**src/rtl/vend_pkg.sv**
```systemverilog
package vend_pkg;

  typedef enum logic [1:0] {
    ST_IDLE   = 2'd0,
    ST_COFFEE = 2'd1,
    ST_TEA    = 2'd2
  } vend_state_t;

  typedef enum logic [1:0] {
    PICK_NONE   = 2'd0,
    PICK_COFFEE = 2'd1,
    PICK_TEA    = 2'd2
  } vend_pick_t;

endpackage

```
**src/rtl/vend_accept.sv**
```systemverilog
// Arbitrates the two request strobes and applies the strict price guard.
module vend_accept
  import vend_pkg::*;
#(
  parameter int AMT_W        = 8,
  parameter int COFFEE_PRICE = 50,
  parameter int TEA_PRICE    = 30
) (
  input  logic             coffee_req,
  input  logic [AMT_W-1:0] coffee_amt,
  input  logic             tea_req,
  input  logic [AMT_W-1:0] tea_amt,
  output vend_pick_t       pick,
  output logic [AMT_W-1:0] pick_amt
);
  localparam logic [AMT_W-1:0] PRICE_C = AMT_W'(COFFEE_PRICE);
  localparam logic [AMT_W-1:0] PRICE_T = AMT_W'(TEA_PRICE);

  always_comb begin
    pick     = PICK_NONE;
    pick_amt = '0;
    if (coffee_req) begin
      // a coffee strobe masks any tea strobe in the same cycle
      if (coffee_amt > PRICE_C) begin
        pick     = PICK_COFFEE;
        pick_amt = coffee_amt;
      end
    end else if (tea_req && (tea_amt > PRICE_T)) begin
      pick     = PICK_TEA;
      pick_amt = tea_amt;
    end
  end
endmodule

```
**src/rtl/vend_change.sv**
```systemverilog
// Subtracts the price of the drink being brewed from the held amount.
module vend_change
  import vend_pkg::*;
#(
  parameter int AMT_W        = 8,
  parameter int COFFEE_PRICE = 50,
  parameter int TEA_PRICE    = 30
) (
  input  vend_state_t      state,
  input  logic [AMT_W-1:0] held_amt,
  output logic [AMT_W-1:0] diff
);
  localparam logic [AMT_W-1:0] PRICE_C = AMT_W'(COFFEE_PRICE);
  localparam logic [AMT_W-1:0] PRICE_T = AMT_W'(TEA_PRICE);

  logic [AMT_W-1:0] price;

  always_comb begin
    case (state)
      ST_COFFEE: price = PRICE_C;
      ST_TEA:    price = PRICE_T;
      default:   price = '0;
    endcase
    diff = held_amt - price;
  end
endmodule

```
**src/rtl/vend_core.sv**
```systemverilog
// State register, held amount and registered output pulses.
module vend_core
  import vend_pkg::*;
#(
  parameter int AMT_W = 8
) (
  input  logic             clk,
  input  logic             rst,
  input  vend_pick_t       pick,
  input  logic [AMT_W-1:0] pick_amt,
  input  logic             brew_ready,
  input  logic [AMT_W-1:0] diff,
  output vend_state_t      state,
  output logic [AMT_W-1:0] held_amt,
  output logic             make_coffee,
  output logic             make_tea,
  output logic             pour_coffee,
  output logic             pour_tea,
  output logic             change_vld,
  output logic [AMT_W-1:0] change_amt
);
  vend_state_t state_q;

  always_ff @(posedge clk) begin
    if (rst) begin
      state_q     <= ST_IDLE;
      held_amt    <= '0;
      make_coffee <= 1'b0;
      make_tea    <= 1'b0;
      pour_coffee <= 1'b0;
      pour_tea    <= 1'b0;
      change_vld  <= 1'b0;
      change_amt  <= '0;
    end else begin
      make_coffee <= 1'b0;
      make_tea    <= 1'b0;
      pour_coffee <= 1'b0;
      pour_tea    <= 1'b0;
      change_vld  <= 1'b0;
      change_amt  <= '0;
      case (state_q)
        ST_IDLE: begin
          if (pick == PICK_COFFEE) begin
            state_q     <= ST_COFFEE;
            held_amt    <= pick_amt;
            make_coffee <= 1'b1;
          end else if (pick == PICK_TEA) begin
            state_q  <= ST_TEA;
            held_amt <= pick_amt;
            make_tea <= 1'b1;
          end
        end
        ST_COFFEE: begin
          if (brew_ready) begin
            state_q     <= ST_IDLE;
            pour_coffee <= 1'b1;
            change_vld  <= 1'b1;
            change_amt  <= diff;
          end
        end
        ST_TEA: begin
          if (brew_ready) begin
            state_q    <= ST_IDLE;
            pour_tea   <= 1'b1;
            change_vld <= 1'b1;
            change_amt <= diff;
          end
        end
        default: state_q <= ST_IDLE;
      endcase
    end
  end

  assign state = state_q;
endmodule

```
**src/rtl/vend_event_ctrl.sv**
```systemverilog
module vend_event_ctrl
  import vend_pkg::*;
#(
  parameter int AMT_W        = 8,
  parameter int COFFEE_PRICE = 50,
  parameter int TEA_PRICE    = 30
) (
  input  logic             clk,
  input  logic             rst,
  input  logic             coffee_req,
  input  logic [AMT_W-1:0] coffee_amt,
  input  logic             tea_req,
  input  logic [AMT_W-1:0] tea_amt,
  input  logic             brew_ready,
  output logic             make_coffee,
  output logic             make_tea,
  output logic             pour_coffee,
  output logic             pour_tea,
  output logic             change_vld,
  output logic [AMT_W-1:0] change_amt
);
  vend_pick_t       pick;
  logic [AMT_W-1:0] pick_amt;
  vend_state_t      state;
  logic [AMT_W-1:0] held_amt;
  logic [AMT_W-1:0] diff;

  vend_accept #(
    .AMT_W(AMT_W), .COFFEE_PRICE(COFFEE_PRICE), .TEA_PRICE(TEA_PRICE)
  ) u_accept (
    .coffee_req(coffee_req), .coffee_amt(coffee_amt),
    .tea_req(tea_req), .tea_amt(tea_amt),
    .pick(pick), .pick_amt(pick_amt)
  );

  vend_change #(
    .AMT_W(AMT_W), .COFFEE_PRICE(COFFEE_PRICE), .TEA_PRICE(TEA_PRICE)
  ) u_change (
    .state(state), .held_amt(held_amt), .diff(diff)
  );

  vend_core #(.AMT_W(AMT_W)) u_core (
    .clk(clk), .rst(rst),
    .pick(pick), .pick_amt(pick_amt),
    .brew_ready(brew_ready), .diff(diff),
    .state(state), .held_amt(held_amt),
    .make_coffee(make_coffee), .make_tea(make_tea),
    .pour_coffee(pour_coffee), .pour_tea(pour_tea),
    .change_vld(change_vld), .change_amt(change_amt)
  );
endmodule

```
**config.mk**
```make
export PLATFORM = sky130hd
export DESIGN_NAME = vend_event_ctrl
export DESIGN_NICKNAME = d
export VERILOG_FILES = /design/src/rtl/vend_pkg.sv /design/src/rtl/vend_accept.sv /design/src/rtl/vend_change.sv /design/src/rtl/vend_core.sv /design/src/rtl/vend_event_ctrl.sv
export SDC_FILE = /design/constraint.sdc
export NUM_CORES = 1
export LEC_CHECK = 0
export BUFFER_PORTS_ARGS = -buffer_cell sky130_fd_sc_hd__clkbuf_2
export CORE_UTILIZATION = 55
export DETAILED_ROUTE_END_ITERATION = 10
export GPL_ROUTABILITY_DRIVEN = 0
export PLACE_DENSITY = 0.83
export SYNTH_ARGS = -nofsm -noshare
export SYNTH_HDL_FRONTEND = slang
export SYNTH_SLANG_ARGS = --single-unit
```
**constraint.sdc**
```tcl
create_clock -name clk -period 3.6 [get_ports clk]
set_input_delay 0.18 -clock clk [delete_from_list [all_inputs] [get_ports clk]]
set_output_delay 0.18 -clock clk [all_outputs]
set_load 0.005 [all_outputs]
```
==> results.tsv <==
stage	metric	value	unit
clock_tree	CTS tree	done	
timing	hold slack	175.4	ps
clock_tree	Longest Clk Path Bufs	2	
clock_tree	CTS HTree Levels	1	
status	status	finished clean	
route	First-pass DRT Iterations	4	
clock_tree	CTS Buf Count	3	
timing	unrepaired setup endpoints after global routing	no	
route	wire per inst	12.52	um
global_route	first-pass GRT wire length	4215	um
route	post-route ant nets	0	
global_route	grt ovf	0	
route	initial DRC count	34	
die	DIE AREA	2482	um2
finish	Core Util, Final	71.48	%
power	Power, Total	586.1	uW
synthesis	Post-synth EDFFs	0	
route	via count	1087	
synthesis	syn_nets	164	
worst_setup_path	Worst Path Max Fanout	4	
finish	P&R area growth vs syn	17.21	%
timing	TNS Setup	0	ps
timing	Final period util	66.87	%
synthesis	synth top area cells	dfxtp_1, ha_1, inv_1	
synthesis	Gate Count Post-Synth	132	
placed_design	dpl ws	1203	ps
timing	Setup Viol. Count Final	0	
route	drt via density	5.603	
global_route	GRT Total Usage	21.70	%
route	Met3 Routed Length	93	um
route	# DRC	0	
clock_tree	number of post-CTS setup repair buffers	0	
power	leak pwr	0.6726	nW
timing	Tmin final	2407	ps
synthesis	flop and latch count out of synthesis	23	
placed_design	port bufs	33	
route	final WL	2428	um
global_route	antenna violations before repair	0	
finish	ANT cells	0	
global_route	largest net degree at the start of global routing	14	
power	peak supply drop	0.0002838	V
die	Cell Rows	16	
worst_setup_path	CP Capture Type	flop	
synthesis	ys flop type	dfxtp_1	
flow_run	max cap viols	0	
synthesis	Yosys cell types	43	
synthesis	Async S/R FF share, synth	0	%
synthesis	synth warn	0	
timing	Final Hold Viols	0	
placed_design	Post-DP HPWL	2008	um
worst_setup_path	startpoint types	flop	
route	met1 WL	1063	um
timing	Layout Skew	5.403	ps
die	CORE AREA	2062	um2
synthesis	Synth Cell Area	1257	um2
finish	share of cells above drive strength 1	26.95	%
die	Die W	49.82	um
worst_setup_path	Critical Path RT	3830	ps
die	boundary pin count	34	
route	WL met2	1233	um
timing	Worst Max-Slew Pin Slew	402.6	ps
worst_setup_path	Worst Setup Path Type	reg -> reg	
synthesis	Synth top area share	36.62	%
clock_tree	CTS Hold Bufs	0	
power	P per Cell Area	397.7	nW/um2
clock_tree	Root Buffer	clkbuf_4	
finish	fin nets	200	
synthesis	leading area contributor after synthesis	dfxtp_1	
timing	max_slew headroom	72.98	%
min_path	type of the worst min-delay path	in -> reg	
die	Die H	49.82	um
die	initial core utilization	60.98	%
timing	fmax	415.4	MHz
synthesis	Avg Cell Area, Syn	9.526	um2
worst_setup_path	critical path arrival	2640	ps
synthesis	part of the Yosys area used for sequential elements	36.62	%
clock_tree	Worst-path clk slew	120	ps
route	max layer used	met4	
timing	Worst Slack Setup Final	1193	ps
global_route	vias in the first global route	1023	
clock_tree	clk_lat worst skew	290	ps
timing	Max Transition Viols Final	0	
clock_tree	CTS resizes	0	
finish	# fillers	168	
clock_tree	Clock Sinks	23	
final timing paths:
path | startpoint | endpoint | slack, ps | cells past startpoint
hold reg to reg | u_core.held_amt[0] | u_core.change_amt[0] | 470 | 2
hold / removal | tea_req | u_core.make_tea | 180 | 3
setup / recovery | u_core.state[0] | u_core.change_amt[7] | 1190 | 9
setup reg to reg | u_core.state[0] | u_core.change_amt[7] | 1190 | 9
per-layer routing:
layer / GRT usage (%) / vias up
met5: 0 / -
met4: 7.619 / 0
met3: 1.852 / 4
met2: 39.86 / 40
met1: 25.95 / 502
li1: - / 541
power by group:
| group | internal [mW] | total (mW) | switching [mW] |
|---|---|---|---|
| Combinational | 0.0873 | 0.187 | 0.0993 |
| Sequential | 0.275 | 0.285 | 0.0102 |
| Clock | 0.0430 | 0.114 | 0.0713 |
| Total | 0.405 | 0.586 | 0.181 |
sequential cells by signal, summed over array words and instances (netlist names):
name and flops:
u_core.change_amt 8, u_core.held_amt 8, u_core.state 2, u_core.change_vld 1
u_core.make_coffee 1, u_core.make_tea 1, u_core.pour_coffee 1, u_core.pour_tea 1
layout make-up:
cell class              instances  area, um2  share of cell area [%]
inverters                      14      52.55                   3.565
multi-input cells              93      735.7                   49.92
flip-flops and latches         23      460.4                   31.24
clock buffers                   4      26.28                   1.783
repair buffers                 33      165.2                   11.21
well taps                      27      33.78                   2.292
critical path: stages (launching register included):
cell and delay (ps):
dfxtp_1 380, inv_1 100, ha_1 350, ha_1 180, inv_1 60, fa_1 400
a21o_1 180, a21o_1 190, a211oi_1 290, mux2i_1 220
metrics by stage:
step | instances | area (um2)
floorplan | 132 | 1257
global placement | 190 | 1448
detailed placement | 190 | 1448
CTS | 194 | 1474
global route | 194 | 1474
finish | 194 | 1474
kinds of logic after synthesis:
kind of cell    after synthesis  synth area share (%)
mux                           4                 3.980
simple gates                 41                 19.30
buf+inv                      16                 4.875
compound gates               35                 22.29
fa+ha+maj                    11                 11.54
flops                        23                 36.62
xor+xnor                      2                 1.393
layout by cell type (no fill, tap or decap), types with 2 or more instances in the layout:
cell type	n
o21ai_0	5
nand2b_1	2
clkbuf_4	3
a221oi_1	6
nor3_1	2
mux2_4	2
inv_1	14
and3_1	4
a32oi_1	2
mux2i_1	2
nor2_1	6
a22oi_1	2
o21a_1	3
clkbuf_2	33
a21oi_1	4
xnor2_1	2
ha_1	10
a21o_1	2
nand3_1	3
o211ai_1	2
nand2_1	7
dfxtp_1	23
nor2b_1	4
nand3b_1	2
and2_1	3
Yosys cell counts, types with 2 or more instances:
cell / number
dfxtp_1: 23
mux2_4: 2
a221oi_1: 6
nand2b_1: 2
mux2i_1: 2
o21ai_0: 5
nand2_1: 7
nor3_1: 2
o21a_1: 3
ha_1: 10
and2_1: 3
a22oi_1: 2
a32oi_1: 2
nand3_1: 3
and3_1: 4
a21oi_1: 4
nand3b_1: 2
nor2b_1: 4
inv_1: 14
nor2_1: 6
o211ai_1: 2
xnor2_1: 2
a21o_1: 2
Power figures use the tool's default switching activity.
